--- src/rtl/lcd_sync_gen.sv ---
module lcd_sync_gen #(
  parameter int CW = 16
) (
  input  logic            clk,
  input  logic            rst_n,
  input  logic            cfg_we,
  input  logic [2:0]      cfg_addr,
  input  logic [2*CW-1:0] cfg_wdata,
  output logic            hsync,
  output logic            vsync,
  output logic            de,
  output logic [CW-1:0]   pix_cnt,
  output logic [CW-1:0]   line_cnt,
  output logic            frame_start,
  output logic            running,
  output logic            stop_done
);
  localparam int DW = 2 * CW;
  localparam logic [2:0] A_CTRL = 3'd0;
  localparam logic [2:0] A_TOT  = 3'd1;
  localparam logic [2:0] A_HS   = 3'd2;
  localparam logic [2:0] A_VS   = 3'd3;
  localparam logic [2:0] A_HA   = 3'd4;
  localparam logic [2:0] A_VA   = 3'd5;
  localparam logic [2:0] A_MODE = 3'd6;
  localparam int EN_BIT  = 3;
  localparam int DIS_BIT = 4;

  logic [DW-1:0] tot_r, hs_r, vs_r, ha_r, va_r;
  logic          dual_r, stop_pend;
  logic [CW-1:0] h_total, v_total, v_eff;
  logic          h_wrap, v_wrap, frame_end;
  logic          en_wr, dis_wr;

  assign h_total = tot_r[DW-1:CW];
  assign v_total = tot_r[CW-1:0];
  assign v_eff   = dual_r ? (v_total >> 1) : v_total;

  assign h_wrap    = ({1'b0, pix_cnt} + 1'b1) >= {1'b0, h_total};
  assign v_wrap    = ({1'b0, line_cnt} + 1'b1) >= {1'b0, v_eff};
  assign frame_end = h_wrap && v_wrap;

  assign en_wr  = cfg_we && (cfg_addr == A_CTRL) && cfg_wdata[EN_BIT];
  assign dis_wr = cfg_we && (cfg_addr == A_CTRL) && cfg_wdata[DIS_BIT] && !cfg_wdata[EN_BIT];

  function automatic logic in_win(input logic [CW-1:0] c, input logic [DW-1:0] w);
    return (c >= w[DW-1:CW]) && (c < w[CW-1:0]);
  endfunction

  assign hsync       = running && in_win(pix_cnt, hs_r);
  assign vsync       = running && in_win(line_cnt, vs_r);
  assign de          = running && in_win(pix_cnt, ha_r) && in_win(line_cnt, va_r);
  assign frame_start = running && (pix_cnt == '0) && (line_cnt == '0);

  always_ff @(posedge clk or negedge rst_n) begin
    if (!rst_n) begin
      tot_r  <= '0;
      hs_r   <= '0;
      vs_r   <= '0;
      ha_r   <= '0;
      va_r   <= '0;
      dual_r <= 1'b0;
    end else if (cfg_we) begin
      case (cfg_addr)
        A_TOT:  tot_r  <= cfg_wdata;
        A_HS:   hs_r   <= cfg_wdata;
        A_VS:   vs_r   <= cfg_wdata;
        A_HA:   ha_r   <= cfg_wdata;
        A_VA:   va_r   <= cfg_wdata;
        A_MODE: dual_r <= cfg_wdata[0];
        default: ;
      endcase
    end
  end

  always_ff @(posedge clk or negedge rst_n) begin
    if (!rst_n) begin
      pix_cnt   <= '0;
      line_cnt  <= '0;
      running   <= 1'b0;
      stop_pend <= 1'b0;
      stop_done <= 1'b0;
    end else begin
      if (running) begin
        if (frame_end && stop_pend) begin
          running   <= 1'b0;
          stop_pend <= 1'b0;
          stop_done <= 1'b1;
          pix_cnt   <= '0;
          line_cnt  <= '0;
        end else if (h_wrap) begin
          pix_cnt  <= '0;
          line_cnt <= v_wrap ? '0 : line_cnt + 1'b1;
        end else begin
          pix_cnt <= pix_cnt + 1'b1;
        end
      end
      if (en_wr) begin
        running   <= 1'b1;
        stop_pend <= 1'b0;
        stop_done <= 1'b0;
      end else if (dis_wr && running) begin
        stop_pend <= 1'b1;
      end
    end
  end
endmodule


--- config.mk ---
export PLATFORM = sky130hd
export DESIGN_NAME = lcd_sync_gen
export DESIGN_NICKNAME = d
export VERILOG_FILES = /design/src/rtl/lcd_sync_gen.sv
export SDC_FILE = /design/constraint.sdc
export NUM_CORES = 1
export LEC_CHECK = 0
export BUFFER_PORTS_ARGS = -buffer_cell sky130_fd_sc_hd__buf_2
export CAP_MARGIN = 30
export CORE_ASPECT_RATIO = 2
export CORE_UTILIZATION = 53
export DETAILED_ROUTE_END_ITERATION = 12
export PLACE_DENSITY_LB_ADDON = 0.25
export SLEW_MARGIN = 40
export SYNTH_ARGS = -nofsm -noshare
export SYNTH_HDL_FRONTEND = slang
export SYNTH_SLANG_ARGS = --single-unit
--- constraint.sdc ---
create_clock -name clk -period 4.7 [get_ports clk]
set_input_delay 0.705 -clock clk [delete_from_list [all_inputs] [get_ports clk]]
set_output_delay 0.705 -clock clk [all_outputs]
set_load 0.05 [all_outputs]
* Word-level counts from Yosys, hierarchy flattened *
Cells that the tools add are included.

cells by class
  add/sub/neg operators = 4
  $mul = 0
  div/mod/pow operators = 0
  order comparisons = 10
  equal/unequal tests = 6
  shifts and indexed selects = 0
  mux-type cells = 16
  bitwise logic cells = 0
  reduce and logical (&&, ||, !) cells = 35

operators by type and width
  cell                                            number
  two-way mux 16 bit                              6
  >= comparator 16 bit                            4
  less-than comparator 16 bit                     4
  adder 16 x 1 -> 17 bit (second input constant)  2
  >= comparator 17 x 16 -> 1 bit                  2
  adder 16 x 1 -> 16 bit (second input constant)  2
  zero test 16 bit                                2
  AND reduction 2 bit                             9
  logical AND 1 bit                               17
  two-way mux 1 bit                               10
  == test 3 bit (second input constant)           3
  == test 3 x 2 -> 1 bit (second input constant)  2
  nonzero test 2 bit                              3
  nonzero test 3 bit                              2
  == test 3 x 1 -> 1 bit (second input constant)  1
  zero test 3 bit                                 1
  zero test 1 bit                                 1

word-level totals
  register bits after elaboration = 196
  bits in latches = 0
  RAM bits = 0
  bits in read-only memories = 0
  bits of input ports = 38
  output and inout port bits = 38
  word-level logic and storage cells = 82
  memories = 0

* Depth between registers and ports, before layout *
Gate-level depths: netlist of run 1.

  depth after elaboration = 8
  mapped depth = 16
  mapped depth without buffers = 15

* Worst setup path before layout of run 1 *
No wires, ideal clock.

  kind = register to output
  from = register pix_cnt[0]
  to = output de
  arrival = 3.779 ns
  setup slack = 0.216 ns
  stages on the path, launching flop included = 9
  path buffers = 0
  cells stage by stage = dfrtp_1 > inv_1 > ha_1 > o211ai_1 > a2111oi_0 > o2111a_1 > o311ai_0 > a31oi_1 > nor4b_1

on the way
  word-level cells in the longest chain between the ends = 4

RTL lines
  what                                                                        RTL line  text
  start, declared                                                             12        output logic [CW-1:0] pix_cnt,
  start signal, assigned                                                      95        pix_cnt <= pix_cnt + 1'b1;
  >= comparator 16 bit / less-than comparator 16 bit (equally long branches)  47        return (c >= w[DW-1:CW]) && (c < w[CW-1:0]);
  logical AND 1 bit *                                                         47
  logical AND 1 bit * (2 in a row)                                            52        assign de = running && in_win(pix_cnt, ha_r) && in_win(line_cnt, va_r);
  end, declared                                                               11        output logic de,

Mark *: on every way between the ends. The rest lies on a longest branch, timed or not.

* Final worst setup path of run 1 *
Same ends and word-level chain as after synthesis.

==> out/qor.yml, run 1 <==
clocking:
  h-tree-depth: 4
  cts_resized: 0
  hold_buffers: 0
  cts_tree: "yes"
  cts_setup_buffers: 0
  cts_buffers: 17
  root_buffer: "clkbuf_16"
  clk_latency_ns: 0.46
  cts_buffer_depth: 2
  clk_transition_reported_paths_ns: 0.07
  cts.sinks: 196
grt:
  grt_overflow: 0
  grt_pass1_wl_mm: 50.60
  grt_max_degree: 121
  grt_pass1_vias: 9581
  antenna_found_initial: 0
  globalRouteTotalUtil: 0.2984
sta:
  whs_ns: 0.1982
  rsz0062_at_grt: "no"
  slew-limit-headroom: 0.5219
  tightestPinTransition_ns: 0.7171
  setup_violations: 0
  finalSetupTns_ns: 0
  clock_skew_ns: 0.009717
  period_needed_ns: 4.157
  period_share: 0.8845
  final_hold_viol_count: 0
  finalMaxSlewViolations: 0
  fmax_ghz: 0.2406
yosys:
  yosys-top-cells-area: "dfrtp_1 41%, ha_1 17%, mux2_2 8.4%"
  ys_types: 62
  syn_avg_cell_area_um2: 9.938
  synthArstFlopShare: 1.000
  ys_warn_count: 0
  ys.flop_type: "dfrtp_1"
  synth_top_area_share: 0.4126
  ys_seq_elements: 196
  synth_fp_nets: 1394
  synth_edf_count: 0
  seq_area_frac_synth: 0.4126
  yosys.area.top_type: "dfrtp_1"
  synth_cells: 1196
  synth_area_um2: 11890
detailed_routing:
  wl_met1_mm: 11.76
  routed-via-count: 9069
  vias_per_cell: 5.828
  drc: 0
  drt_iter0_markers: 424
  drtPass1Iterations: 7
  routedWlPerCell_um: 20.49
  dr_wl_met3_mm: 1.154
  wl_met2_mm: 16.85
  top_layer: "met4"
  routed_wirelength_mm: 31.88
  antenna_left: 0
die:
  coreArea_um2: 22060
  row_count: 77
  ioPinCount: 76
  die_x_um: 107.9
  die_area_um2: 23070
  die_y_um: 213.8
  start_util: 0.5388
worst_setup_path:
  start_kind: "register"
  path_class: "reg2out"
  critical-path-top-delay-family: "compound AO/OA/AOI/OAI gates"
  crit_path_end_kind: "output port"
  worst-path-max-fanout: 7
  cp.arrival_ns: 3.45
  path_buf_inv: 3
  path_cells: "inv_1, ha_1, o211ai_1, a2111oi_1, buf_4, o2111a_1, o311ai_0, a31oi_1, nor4b_1, buf_2"
  required_ns: 3.99
  slowest_delay_ns: 0.52
  cp_slowest_cell: "a2111oi_1"
run:
  maxCapViolCount: 0
placed_design:
  placed_cell_area_um2: 12590
  place_congestion: 0.8793
  hpwl_mm: 23.78
  dpl.cell_count: 1524
  port_buffers: 75
hold_path:
  min_path_type: "in2async"
power:
  ir_drop_mv: 0.3896
  p_leak_nw: 6.641
  power_density_nw_per_um2: 395.8
final_layout:
  drive_above_1_share: 0.1781
  fin_cells: 1556
  antenna_cells: 0
  design_area_um2: 13200
  nets: 1465
  syn2layout_area_growth_pct: 11.08
outcome:
  status: "complete, no violations"
==> path summary, 6_finish.rpt <==
kind / end / start / cells after the start / slack, ns
min in group clk: va_r[27] / va_r[27] / 1 / 0.50
max in group asynchronous: tot_r[17] / rst_n / 2 / 3.54
worst min register to register: va_r[27] / va_r[27] / 1 / 0.50
worst min-delay path: va_r[24] / rst_n / 1 / 0.20
worst max register to register: line_cnt[0] / pix_cnt[2] / 13 / 0.92
worst max-delay path: de / pix_cnt[0] / 10 / 0.54
==> report_power, final <==
group	total, W	internal (W)	switching, W
registers	0.00223	0.00201	0.000223
logic	0.00145	0.000580	0.000866
clock network	0.00155	0.000892	0.000654
total	0.00523	0.00348	0.00174
==> area by class of cell <==
class,instances,area (µm²)
clock buffer,24,491.7
clock inverter,8,122.6
fill,1894,8859
inverter,151,566.8
multi-input combinational,811,6264
sequential,196,4906
tap,276,345.3
timing repair buffer,90,508.0
==> cell usage in the layout, fill, tap and decap left out, types with 15 or more instances in the layout <==
master     instances
ha_1             160
dfrtp_1          195
nand3_1           26
buf_4             15
o21ai_0          120
a21oi_1           46
nor2_1            31
clkbuf_16         18
nand4_1           19
inv_1            151
mux2_2            89
buf_2             74
xnor2_1           16
nand2_1          126
==> layer usage <==
| layer | vias up | global-route usage |
|---|---|---|
| met5 | - | 0 |
| met4 | 0 | 0.1989 |
| met3 | 112 | 0.04742 |
| met2 | 240 | 0.5376 |
| met1 | 4406 | 0.3157 |
| li1 | 4311 | - |
==> cell families (layout without fill, tap and decap cells) <==
logic type | count (synthesis) | in the layout | share of synthesized area
simple gates | 272 | 272 | 0.1114
compound gates | 248 | 248 | 0.1293
flops | 196 | 196 | 0.4126
buf+inv | 189 | 273 | 0.06158
fa+ha+maj | 160 | 160 | 0.1684
mux | 103 | 103 | 0.09610
xor+xnor | 28 | 28 | 0.02063
==> flip-flops by register name (all words and copies together) (netlist names) <==
register,count
ha_r,32
dual_r,1
running,1
stop_done,1
va_r,32
hs_r,32
vs_r,32
pix_cnt,16
line_cnt,16
tot_r,32
stop_pend,1
==> cells in the mapped netlist (16+ instances only) <==
library cell / n
dfrtp_1: 196
ha_1: 160
inv_1: 151
nand2_1: 126
o21ai_0: 120
mux2_2: 89
a21oi_1: 46
nor2_1: 31
clkbuf_1: 28
nand3_1: 26
nand4_1: 19
xnor2_1: 16
==> per-stage QoR <==
stage	power, W	worst slack (ns)	util
finish	0.005226	0.5429	0.5985
global route	0.005539	0.3542	0.5985
CTS	0.005263	0.4833	0.5984
detailed placement	0.003718	0.9036	0.5706
global placement	0.003654	1.012	0.5697
floorplan	0.003199	0.2163	-
Note: power is estimated with default switching activity, not from simulation.
==> run 2: changes to the inputs <==
--- a/config.mk
+++ b/config.mk
@@ -8,8 +8,10 @@
 export BUFFER_PORTS_ARGS = -buffer_cell sky130_fd_sc_hd__buf_2
 export CAP_MARGIN = 30
 export CORE_ASPECT_RATIO = 2
+export CORE_MARGIN = 4
 export CORE_UTILIZATION = 53
 export DETAILED_ROUTE_END_ITERATION = 12
+export MAX_ROUTING_LAYER = met4
 export PLACE_DENSITY_LB_ADDON = 0.25
 export SLEW_MARGIN = 40
 export SYNTH_ARGS = -nofsm -noshare
==> run 2 against run 1 <==
  * Setup slack worse by 0.015 ns
  * Core utilization is 0.068 points higher
  * Cell count is 0.39% lower
  * Non-clock buffer count is 6 lower
  * Clock skew is 0.0047 ns higher
==> out/qor.yml, run 2 (same netlist as run 1, synthesis figures left out) <==
placed_design:
  port_buffers: 75  # unchanged
  dpl.cell_count: 1518  # -0.39%
  hpwl_mm: 23.21  # -2.4%
  placed_cell_area_um2: 12560  # -0.25%
  place_ws_ns: 0.8454  # -0.05821 ns
  place_congestion: 0.9002  # +2.4%
worst_setup_path:
  crit_path_end_kind: "output port"
  path_class: "reg2out"
  reg2reg_from: "pix_cnt[2]"
  critical-path-top-delay-family: "compound AO/OA/AOI/OAI gates"
  reg2reg_setup_slack_ns: 0.81  # -0.11 ns
  path_cells: "ha_1, o211ai_1, a2111oi_1, buf_4, o2111a_1, o311ai_0, a31oi_1, nor4b_1, buf_2"
  r2r_end: "line_cnt[0]"
  start_kind: "register"
  worst-path-max-fanout: 13  # +6
  setup.worst_path.start: "pix_cnt[2]"
  cp.arrival_ns: 3.47  # +0.02 ns
  worst_r2r_path_depth: 13  # unchanged
  slowest_delay_ns: 0.57  # +0.05 ns
  required_ns: 3.99  # about the same
  path_buf_inv: 2  # -1
  cp_slowest_cell: "dfrtp_1"
final_layout:
  syn2layout_area_growth_pct: 11.21
  final_common_cell: "dfrtp_1"
  final_cell_mix: "195 x dfrtp_1, 160 x ha_1, 151 x inv_1"
  drive_above_1_share: 0.1758  # -0.002301
  n_fill_cell: 1888  # -0.32%
  design_area_um2: 13220  # +0.11%
  post-route-util: 0.5992  # +0.0006810
  antenna_cells: 0  # unchanged
  fin_cells: 1550  # -0.39%
  nets: 1459  # -0.41%
sta:
  clock_skew_ns: 0.01438  # +0.004660 ns
  fin_ws_ns: 0.5282  # -0.01473 ns
  rsz0062_at_grt: "no"
  period_needed_ns: 4.172  # +0.01473 ns
  finalMaxSlewViolations: 0  # unchanged
  setup_violations: 0  # unchanged
  fmax_ghz: 0.2397  # -0.35%
  tightestPinTransition_ns: 0.8370  # +0.1199 ns
  slew-limit-headroom: 0.4361  # -0.08583
  period_share: 0.8876  # +0.003134
  final_hold_viol_count: 0  # unchanged
  finalSetupTns_ns: 0  # unchanged
detailed_routing:
  routed_wirelength_mm: 31.68  # -0.64%
  antenna_left: 0  # unchanged
  routed-via-count: 9006  # -0.69%
  vias_per_cell: 5.810  # -0.31%
  drtPass1Iterations: 4  # -3
  routedWlPerCell_um: 20.44  # -0.25%
  drc: 0  # unchanged
  drt_iter0_markers: 421  # -0.71%
clocking:
  cts.sinks: 196  # unchanged
  hold_buffers: 0  # unchanged
  root_buffer: "clkbuf_16"
  cts_buffer_depth: 2  # unchanged
  cts_buffers: 17  # unchanged
  clk_transition_reported_paths_ns: 0.07  # about the same
  cts_tree: "yes"
  h-tree-depth: 4  # unchanged
  clk_latency_ns: 0.45  # about the same
  cts_resized: 0  # unchanged
  cts_setup_buffers: 0  # unchanged
power:
  power_density_nw_per_um2: 401.7  # +1.5%
  ir_drop_mv: 0.2378  # -39%
  p_leak_nw: 6.648  # +0.11%
grt:
  grt_max_degree: 110  # -9.1%
  grt_pass1_vias: 9316  # -2.8%
  grt_overflow: 0  # unchanged
  globalRouteTotalUtil: 0.2712  # -0.02721
  antenna_found_initial: 0  # unchanged
  grt_pass1_wl_mm: 49.98  # -1.2%
die:
  die_x_um: 113.9  # +5.6%
  row_count: 77  # unchanged
  start_util: 0.5388  # unchanged
  coreArea_um2: 22060  # unchanged
  die_area_um2: 25030  # +8.5%
  ioPinCount: 76  # unchanged
  die_y_um: 219.8  # +2.8%
run:
  maxCapViolCount: 0  # unchanged
outcome:
  status: "complete, no violations"
hold_path:
  min_path_type: "in2async"
-- run 2: metrics by stage --
| stage | power (W) | hold WS [ns] |
|---|---|---|
| 4_1_cts | 0.005357 | 0.2338 |
| 2_1_floorplan | 0.003199 | 0.4094 |
| 3_5_place_dp | 0.003704 | 0.4924 |
| 6_report | 0.005310 | 0.1809 |
| 5_1_grt | 0.005643 | 0.2228 |
| 3_3_place_gp | 0.003640 | 0.4877 |
-- run 2: area by class of cell --
type | count | area [µm²] | area share
clock buffer | 23 | 498.0 | 0.03767
clock inverter | 9 | 163.9 | 0.01240
inverter | 151 | 566.8 | 0.04288
multi-input combinational | 811 | 6264 | 0.4738
sequential | 196 | 4906 | 0.3711
tap | 276 | 345.3 | 0.02612
timing repair buffer | 84 | 475.5 | 0.03597
-- run 2: how the worst max path moves through the flow --
| stage | to | slack (ns) | cells past startpoint |
|---|---|---|---|
| 2_1_floorplan | de | 0.22 | 8 |
| 3_5_place_dp | line_cnt[0] | 0.85 | 13 |
| 3_3_place_gp | line_cnt[0] | 0.95 | 13 |
| 6_report | de | 0.53 | 9 |
| 4_1_cts | de | 0.50 | 9 |
| 5_1_grt | de | 0.37 | 11 |
-- run 2: per-layer routing --
| metal | share of wire | track usage | vias up |
|---|---|---|---|
| met4 | 0.043 | 0.1233 | 0 |
| met3 | 0.032 | 0.04232 | 77 |
| met2 | 0.55 | 0.4902 | 198 |
| li1 | - | - | 4299 |
| met5 | 0 | - | - |
| met1 | 0.38 | 0.2878 | 4432 |
-- run 2: worst reg2reg max path, stage by stage, from the launching register on --
cell and delay [ns]:
dfrtp_1 0.66, nand4_2 0.22, nor2_1 0.30, and2_1 0.28
nand3_1 0.12, xnor2_1 0.25, ha_1 0.30, a21oi_1 0.15
a21boi_0 0.11, o31ai_2 0.38, nand3_1 0.21, nand2_2 0.35
nor2_2 0.15, mux2_2 0.29
-- run 2: report_power, final --
part | switching [W] | total (W) | leakage [nW] | internal [W]
Sequential | 0.000227 | 0.00224 | 2.42 | 0.00201
Combinational | 0.000850 | 0.00143 | 3.90 | 0.000581
Clock | 0.000671 | 0.00164 | 0.325 | 0.000971
